$ cat src/rtl/owm_pkg.sv
package owm_pkg;

    localparam int OWM_US_W = 12;

    typedef enum logic [1:0] {
        OP_BUS_RESET = 2'b00,
        OP_WRITE     = 2'b01,
        OP_READ      = 2'b10,
        OP_READ_ALT  = 2'b11
    } owm_op_e;

    typedef struct packed {
        logic [OWM_US_W-1:0] low_us;
        logic [OWM_US_W-1:0] smp_us;
        logic [OWM_US_W-1:0] end_us;
    } owm_timing_t;

endpackage

$ cat src/rtl/owm_sync.sv
module owm_sync #(
    parameter int STAGES = 2
) (
    input  logic clk,
    input  logic rst_n,
    input  logic d,
    output logic q
);
    generate
        if (STAGES <= 1) begin : g_single
            logic s_q;
            always_ff @(posedge clk or negedge rst_n) begin
                if (!rst_n) s_q <= 1'b1;
                else        s_q <= d;
            end
            assign q = s_q;
        end else begin : g_chain
            logic [STAGES-1:0] sr_q;
            always_ff @(posedge clk or negedge rst_n) begin
                if (!rst_n) sr_q <= '1;
                else        sr_q <= {sr_q[STAGES-2:0], d};
            end
            assign q = sr_q[STAGES-1];
        end
    endgenerate
endmodule

$ cat src/rtl/owm_us_timer.sv
module owm_us_timer
    import owm_pkg::*;
#(
    parameter int TICKS_PER_US = 8
) (
    input  logic                clk,
    input  logic                rst_n,
    input  logic                clear,
    input  logic                run,
    output logic [OWM_US_W-1:0] us_cnt,
    output logic                us_first,
    output logic                us_last
);
    logic [OWM_US_W-1:0] us_d, us_q;

    generate
        if (TICKS_PER_US <= 1) begin : g_no_pre
            assign us_first = 1'b1;
            assign us_last  = run;
        end else begin : g_pre
            localparam int PRE_W = $clog2(TICKS_PER_US);
            localparam logic [PRE_W-1:0] PRE_MAX = PRE_W'(TICKS_PER_US - 1);
            logic [PRE_W-1:0] pre_d, pre_q;

            always_comb begin
                pre_d = pre_q;
                if (clear)                pre_d = '0;
                else if (run) pre_d = (pre_q == PRE_MAX) ? '0 : pre_q + 1'b1;
            end

            always_ff @(posedge clk or negedge rst_n) begin
                if (!rst_n) pre_q <= '0;
                else        pre_q <= pre_d;
            end

            assign us_first = (pre_q == '0);
            assign us_last  = run && (pre_q == PRE_MAX);
        end
    endgenerate

    always_comb begin
        us_d = us_q;
        if (clear)        us_d = '0;
        else if (us_last) us_d = us_q + 1'b1;
    end

    always_ff @(posedge clk or negedge rst_n) begin
        if (!rst_n) us_q <= '0;
        else        us_q <= us_d;
    end

    assign us_cnt = us_q;
endmodule

$ cat src/rtl/owm_timing_sel.sv
module owm_timing_sel
    import owm_pkg::*;
#(
    parameter int RST_LOW_STD_US = 480,
    parameter int RST_LOW_OD_US  = 48,
    parameter int PRS_STD_US     = 70,
    parameter int PRS_OD_US      = 8,
    parameter int RST_REL_STD_US = 480,
    parameter int RST_REL_OD_US  = 48,
    parameter int W0_STD_US      = 60,
    parameter int W0_OD_US       = 8,
    parameter int W1_STD_US      = 6,
    parameter int W1_OD_US       = 1,
    parameter int RD_SMP_STD_US  = 12,
    parameter int RD_SMP_OD_US   = 2,
    parameter int REC_STD_US     = 5,
    parameter int REC_OD_US      = 2
) (
    input  owm_op_e     op,
    input  logic        wbit,
    input  logic        ovd,
    output owm_timing_t tim
);
    localparam int W = OWM_US_W;
    localparam logic [W-1:0] RST_LOW_S = W'(RST_LOW_STD_US);
    localparam logic [W-1:0] RST_LOW_O = W'(RST_LOW_OD_US);
    localparam logic [W-1:0] RST_SMP_S = W'(RST_LOW_STD_US + PRS_STD_US);
    localparam logic [W-1:0] RST_SMP_O = W'(RST_LOW_OD_US + PRS_OD_US);
    localparam logic [W-1:0] RST_END_S = W'(RST_LOW_STD_US + RST_REL_STD_US);
    localparam logic [W-1:0] RST_END_O = W'(RST_LOW_OD_US + RST_REL_OD_US);
    localparam logic [W-1:0] W0_S      = W'(W0_STD_US);
    localparam logic [W-1:0] W0_O      = W'(W0_OD_US);
    localparam logic [W-1:0] SHORT_S   = W'(W1_STD_US);
    localparam logic [W-1:0] SHORT_O   = W'(W1_OD_US);
    localparam logic [W-1:0] RD_SMP_S  = W'(RD_SMP_STD_US);
    localparam logic [W-1:0] RD_SMP_O  = W'(RD_SMP_OD_US);
    localparam logic [W-1:0] BIT_END_S = W'(W0_STD_US + REC_STD_US);
    localparam logic [W-1:0] BIT_END_O = W'(W0_OD_US + REC_OD_US);

    always_comb begin
        tim = '0;
        unique case (op)
            OP_BUS_RESET: begin
                tim.low_us = ovd ? RST_LOW_O : RST_LOW_S;
                tim.smp_us = ovd ? RST_SMP_O : RST_SMP_S;
                tim.end_us = ovd ? RST_END_O : RST_END_S;
            end
            OP_WRITE: begin
                if (wbit) tim.low_us = ovd ? SHORT_O : SHORT_S;
                else      tim.low_us = ovd ? W0_O : W0_S;
                tim.smp_us = ovd ? RD_SMP_O : RD_SMP_S;
                tim.end_us = ovd ? BIT_END_O : BIT_END_S;
            end
            default: begin
                tim.low_us = ovd ? SHORT_O : SHORT_S;
                tim.smp_us = ovd ? RD_SMP_O : RD_SMP_S;
                tim.end_us = ovd ? BIT_END_O : BIT_END_S;
            end
        endcase
    end
endmodule

$ cat src/rtl/owm_slot_ctrl.sv
module owm_slot_ctrl
    import owm_pkg::*;
(
    input  logic                clk,
    input  logic                rst_n,
    input  logic                cmd_valid,
    input  logic [1:0]          cmd_op,
    input  logic                cmd_wbit,
    input  logic                speed_ovd,
    input  owm_timing_t         tim,
    input  logic [OWM_US_W-1:0] us_cnt,
    input  logic                us_first,
    input  logic                us_last,
    input  logic                line_sync,
    output logic                accept,
    output logic                run,
    output owm_op_e             op_lat,
    output logic                wbit_lat,
    output logic                ovd_lat,
    output logic                done,
    output logic                rd_bit,
    output logic                presence,
    output logic                bus_oe
);
    typedef struct packed {
        logic    run;
        owm_op_e op;
        logic    wbit;
        logic    ovd;
        logic    done;
        logic    rd;
        logic    pres;
    } ctrl_s;

    ctrl_s st_d, st_q;
    logic  at_sample, at_end;

    assign accept    = cmd_valid && !st_q.run;
    assign at_sample = st_q.run && us_first && (us_cnt == tim.smp_us);
    assign at_end    = us_last && (us_cnt == tim.end_us - 1'b1);

    always_comb begin
        st_d      = st_q;
        st_d.done = 1'b0;
        if (accept) begin
            st_d.run  = 1'b1;
            st_d.op   = owm_op_e'(cmd_op);
            st_d.wbit = cmd_wbit;
            st_d.ovd  = speed_ovd;
        end else if (st_q.run) begin
            if (at_sample) begin
                unique case (st_q.op)
                    OP_BUS_RESET:          st_d.pres = !line_sync;
                    OP_READ, OP_READ_ALT:  st_d.rd   = line_sync;
                    default:               st_d.rd   = st_q.rd;
                endcase
            end
            if (at_end) begin
                st_d.run  = 1'b0;
                st_d.done = 1'b1;
            end
        end
    end

    always_ff @(posedge clk or negedge rst_n) begin
        if (!rst_n) begin
            st_q      <= '0;
            st_q.op   <= OP_BUS_RESET;
        end else begin
            st_q <= st_d;
        end
    end

    assign run      = st_q.run;
    assign op_lat   = st_q.op;
    assign wbit_lat = st_q.wbit;
    assign ovd_lat  = st_q.ovd;
    assign done     = st_q.done;
    assign rd_bit   = st_q.rd;
    assign presence = st_q.pres;
    assign bus_oe   = st_q.run && (us_cnt < tim.low_us);
endmodule

$ cat src/rtl/owm_master_bit_engine.sv
module owm_master_bit_engine
    import owm_pkg::*;
#(
    parameter int TICKS_PER_US   = 8,
    parameter int SYNC_STAGES    = 2,
    parameter int RST_LOW_STD_US = 480,
    parameter int RST_LOW_OD_US  = 48,
    parameter int PRS_STD_US     = 70,
    parameter int PRS_OD_US      = 8,
    parameter int RST_REL_STD_US = 480,
    parameter int RST_REL_OD_US  = 48,
    parameter int W0_STD_US      = 60,
    parameter int W0_OD_US       = 8,
    parameter int W1_STD_US      = 6,
    parameter int W1_OD_US       = 1,
    parameter int RD_SMP_STD_US  = 12,
    parameter int RD_SMP_OD_US   = 2,
    parameter int REC_STD_US     = 5,
    parameter int REC_OD_US      = 2
) (
    input  logic       clk,
    input  logic       rst_n,
    input  logic       cmd_valid,
    output logic       cmd_ready,
    input  logic [1:0] cmd_op,
    input  logic       cmd_wbit,
    input  logic       speed_ovd,
    output logic       busy,
    output logic       done,
    output logic       rd_bit,
    output logic       presence,
    output logic       bus_oe,
    input  logic       bus_in
);
    owm_timing_t         tim;
    owm_op_e             op_lat;
    logic                wbit_lat, ovd_lat;
    logic                accept, run;
    logic [OWM_US_W-1:0] us_cnt;
    logic                us_first, us_last;
    logic                line_sync;

    owm_sync #(.STAGES(SYNC_STAGES)) u_sync (
        .clk (clk),
        .rst_n (rst_n),
        .d   (bus_in),
        .q   (line_sync)
    );

    owm_us_timer #(.TICKS_PER_US(TICKS_PER_US)) u_timer (
        .clk      (clk),
        .rst_n    (rst_n),
        .clear    (accept),
        .run      (run),
        .us_cnt   (us_cnt),
        .us_first (us_first),
        .us_last  (us_last)
    );

    owm_timing_sel #(
        .RST_LOW_STD_US (RST_LOW_STD_US), .RST_LOW_OD_US (RST_LOW_OD_US),
        .PRS_STD_US     (PRS_STD_US),     .PRS_OD_US     (PRS_OD_US),
        .RST_REL_STD_US (RST_REL_STD_US), .RST_REL_OD_US (RST_REL_OD_US),
        .W0_STD_US      (W0_STD_US),      .W0_OD_US      (W0_OD_US),
        .W1_STD_US      (W1_STD_US),      .W1_OD_US      (W1_OD_US),
        .RD_SMP_STD_US  (RD_SMP_STD_US),  .RD_SMP_OD_US  (RD_SMP_OD_US),
        .REC_STD_US     (REC_STD_US),     .REC_OD_US     (REC_OD_US)
    ) u_tsel (
        .op   (op_lat),
        .wbit (wbit_lat),
        .ovd  (ovd_lat),
        .tim  (tim)
    );

    owm_slot_ctrl u_ctrl (
        .clk       (clk),
        .rst_n     (rst_n),
        .cmd_valid (cmd_valid),
        .cmd_op    (cmd_op),
        .cmd_wbit  (cmd_wbit),
        .speed_ovd (speed_ovd),
        .tim       (tim),
        .us_cnt    (us_cnt),
        .us_first  (us_first),
        .us_last   (us_last),
        .line_sync (line_sync),
        .accept    (accept),
        .run       (run),
        .op_lat    (op_lat),
        .wbit_lat  (wbit_lat),
        .ovd_lat   (ovd_lat),
        .done      (done),
        .rd_bit    (rd_bit),
        .presence  (presence),
        .bus_oe    (bus_oe)
    );

    assign busy      = run;
    assign cmd_ready = !run;
endmodule

$ cat config.mk
export PLATFORM = sky130hd
export DESIGN_NAME = owm_master_bit_engine
export DESIGN_NICKNAME = d
export VERILOG_FILES = /design/src/rtl/owm_pkg.sv /design/src/rtl/owm_sync.sv /design/src/rtl/owm_us_timer.sv /design/src/rtl/owm_timing_sel.sv /design/src/rtl/owm_slot_ctrl.sv /design/src/rtl/owm_master_bit_engine.sv
export SDC_FILE = /design/constraint.sdc
export NUM_CORES = 1
export LEC_CHECK = 0
export ABC_AREA = 1
export ABC_CLOCK_PERIOD_IN_PS = 2000
export BUFFER_PORTS_ARGS = -buffer_cell sky130_fd_sc_hd__buf_2
export CELL_PAD_IN_SITES_DETAIL_PLACEMENT = 0
export CELL_PAD_IN_SITES_GLOBAL_PLACEMENT = 1
export CORE_MARGIN = 5
export CORE_UTILIZATION = 39
export CTS_BUF_LIST = sky130_fd_sc_hd__clkbuf_16
export DETAILED_ROUTE_END_ITERATION = 16
export PLACE_DENSITY = 0.8
export SLEW_MARGIN = 40
export SYNTH_ARGS = -nofsm -noshare
export SYNTH_HDL_FRONTEND = slang
export SYNTH_SLANG_ARGS = --single-unit
export TNS_END_PERCENT = 30
$ cat constraint.sdc
create_clock -name clk -period 2 [get_ports clk]
set_input_delay 0.4 -clock clk [delete_from_list [all_inputs] [get_ports clk]]
set_output_delay 0.4 -clock clk [all_outputs]
set_load 0.05 [all_outputs]
==> impl_results.md <==
- Status: complete, but fails checks
- Failing checks: setup timing
- Row count: 24
- CP max stage delay: 0.41 ns
- Max Buffers Root-to-Sink: 2
- Worst reg2reg endpoint: u_ctrl.run$_DFF_PN0_
- Clock share of power: 18.4%
- Placement Cell Area: 2010 um^2
- Max rail drop VDD: 0.000512 V
- P per Cell Area: 1150 nW/um^2
- FILL cells: 441
- Pint: 0.00146 W
- Arrival time worst endpoint: 2.00 ns
- Ports: 14
- Chip Height: 76.3 um
- Critical Path Most Common Cell: a21oi_2
- Commonest non-fill, non-tap cells in the layout: 55 x nand2_1, 36 x inv_1, 25 x buf_4
- Final worst setup slack: -0.396 ns
- Area growth syn-to-layout: 27.6%
- Final nets: 297
- Worst hold path type: primary input to async pin
- Die area: 5820 um^2
- CP required: 1.60 ns
- DPL Wire Length: 3340 um
- Cells after Synth: 234
- Yosys Warn Count: 0
- Total number of vias: 1,638
- Reg2Reg Depth: 9
- Crit share post-route: 120%
- RSZ-0062 raised after global routing: true
- Headroom to the max-slew limit: 59.9%
- Worst-Skew Late Latency: 0.27 ns
- Final ANT Viol Nets: 0
- Max-slew violation count: 0
- Final WL: 4280 um
- Setup violations, final: 1
- Critical-path cell list: inv_2 -> nor3_4 -> buf_4 -> a21oi_2 -> ha_2 -> a21oi_2 -> o21ai_1 -> a21boi_1 -> nand2_2 -> nor2_4 -> buf_8
- Reg power frac: 29.4%
- Leading cell type in the layout, fill and taps excluded: nand2_1
- Design Area, Final: 2190 um^2
- Tmin final: 2.40 ns
- Net Count, Synth: 257
- H-tree lvl count: 1
- Yosys reg bits: 25
- Power Total: 0.00251 W
- R2R setup slack: 0.10 ns
- Die X: 76.3 um
- Seq/Total Area, Yosys: 36.6%
- P_sw: 0.00104 W
- CP Launch Type: flop
- Final Util: 50.6%
- Clk sink count: 25
- Initial cell density of the core: 39.7%
- Total core area: 4320 um^2
- Clock transition at the registers of the reported paths: 0.07 ns
- Largest area contributor in the netlist: dfrtp_1
- Antenna cell count: 0
- Crit path kind: flop to primary output
- Wirelength per Cell: 13.2 um
- Post-synth EDFFs: 0
- Post-Syn Area: 1720 um^2
- Largest net degree at the start of global routing: 26
- Hold slack: 0.140 ns
- Tot GR Track Use: 15.9%
- DR pass1 iterations: 4
- DRT iter0 DRCs: 154
- Post-synth top flop: dfrtp_1
- Crit path max fanout: 3
- First-pass GRT wire length: 7500 um
- Vias per cell: 5.04
- Layout cells sized above 1: 24.5%
- Gr ovfl total: 0
- Asr flop ratio synth: 100%
- Post-Layout Cell Count: 325
- Yosys cell types: 25
- IO Port Bufs: 13
- Placed insts: 319
- Hold Violations, Final: 0
- TritonCTS clock tree: built
- Vias in the first global route: 1,582
- Max-cap violations: 0
- Fmax: 417 MHz
- Setup Skew: 0.00529 ns
- Pin slew with the least headroom to its limit: 0.602 ns
- Num CTS Buffers: 3
- Share of the synthesized area in the top cell type: 33.6%
- Remaining DRCs: 0
- Slowest-stage cell, CP: dfrtp_2
- Syn avg cell area: 7.33 um^2
- Comb pwr share: 52.2%
- Leakage: 1.13 nW
- Reg2reg start: u_ctrl.op_lat[0]$_DFFE_PN0P_
- GPL Wtd Cong: 0.813
- Crit end category: primary output
- Root buf cell: clkbuf_16
- Initial antenna violation count: 0
- Sw Share: 41.7%
- Area contributors post-synth: dfrtp_1 34%, nand2_1 12%, ha_1 11%, inv_1 8.3%, o21ai_0 6.4%
[layer usage]
layer	up-vias	routed length [um]	track usage, %	share of wire, %
met4	0	94	5.24	2.2
met5	-	0	0	0
met1	778	2070	21.5	48
li1	835	-	-	-
met3	7	82	1.89	1.9
met2	18	2040	26.2	48
[worst max path at each step]
stage / end / start / cells after the start
floorplan: bus_oe / u_ctrl.op_lat[1]$_DFFE_PN0P_ / 8
global placement: bus_oe / u_ctrl.op_lat[1]$_DFFE_PN0P_ / 9
detailed placement: bus_oe / u_ctrl.op_lat[1]$_DFFE_PN0P_ / 9
CTS: bus_oe / u_ctrl.op_lat[0]$_DFFE_PN0P_ / 10
global route: bus_oe / u_ctrl.op_lat[0]$_DFFE_PN0P_ / 11
finish: bus_oe / u_ctrl.op_lat[0]$_DFFE_PN0P_ / 11
[final cells by class]
class	count	area [um^2]	share of cell area, %
clock inverters	1	7.51	0.343
repair buffers	38	263	12.0
inverters	38	143	6.51
clock buffers	3	75.1	3.43
multi-input cells	168	1000	45.9
flip-flops and latches	25	632	28.9
well taps	52	65.1	2.97
[sequential cells by signal (all words and copies together) (netlist names)]
signal / cells
u_ctrl.done: 1
u_ctrl.op_lat: 2
u_ctrl.rd_bit: 1
u_sync.g_chain.sr_q: 2
u_ctrl.wbit_lat: 1
u_ctrl.run: 1
u_timer.g_pre.pre_q: 3
u_ctrl.ovd_lat: 1
u_timer.us_cnt: 12
u_ctrl.presence: 1
[critical path, delay by kind of cell, from the launching register on]
family | cells | cell delay (ns)
flip-flops | 1 | 0.41
AO/OA/AOI/OAI | 4 | 0.39
AND/OR/NAND/NOR | 3 | 0.39
buffers and inverters | 3 | 0.35
adder cells (fa/ha/maj) | 1 | 0.19
[synth_stat cells (2+ instances only)]
master and instances:
a21boi_0 2, a21oi_1 8, clkbuf_1 2, dfrtp_1 23
dfstp_2 2, ha_1 15, inv_1 38, nand2_1 57
nand3_1 18, nand4_1 6, nor2_1 20, nor2_4 2
nor3_1 4, o21ai_0 22, or2_2 2, xnor2_1 3
xor2_1 2
[repair_timing]
action                                  4_1_cts  5_1_grt
endpoints found under the setup margin        1        3
setup buffers                                 1        1
gates resized for setup                       6       14
pin swaps                                     9        6
hold buffers                                  0        0
[stage by stage]
step                TNS (ns)  worst slack (ns)
CTS                   -0.471            -0.471
global route          -0.533            -0.533
floorplan             -0.143            -0.105
global placement      -0.274            -0.274
detailed placement    -0.290            -0.290
finish                -0.396            -0.396
[power by group through the flow]
stage / clock network [W] / registers [W] / logic (W)
6_report: 0.000461 / 0.000738 / 0.00131
5_1_grt: 0.000500 / 0.000755 / 0.00150
4_1_cts: 0.000478 / 0.000727 / 0.00123
3_5_place_dp: 0 / 0.000736 / 0.00120
3_3_place_gp: 0 / 0.000730 / 0.00119
2_1_floorplan: 0 / 0.000760 / 0.000758
[cells by family (layout without fill, tap and decap cells)]
group | after synthesis | in the layout | synth area share, %
AOI/OAI and AO/OA | 36 | 36 | 11.3
DFF | 25 | 25 | 36.6
xor gates and xnor gates | 5 | 5 | 2.55
adders and majority gates | 15 | 15 | 10.9
and+or+nand+nor | 112 | 112 | 29.0
buffers and inverters | 41 | 80 | 9.56
(Power assumes the default switching activity.)
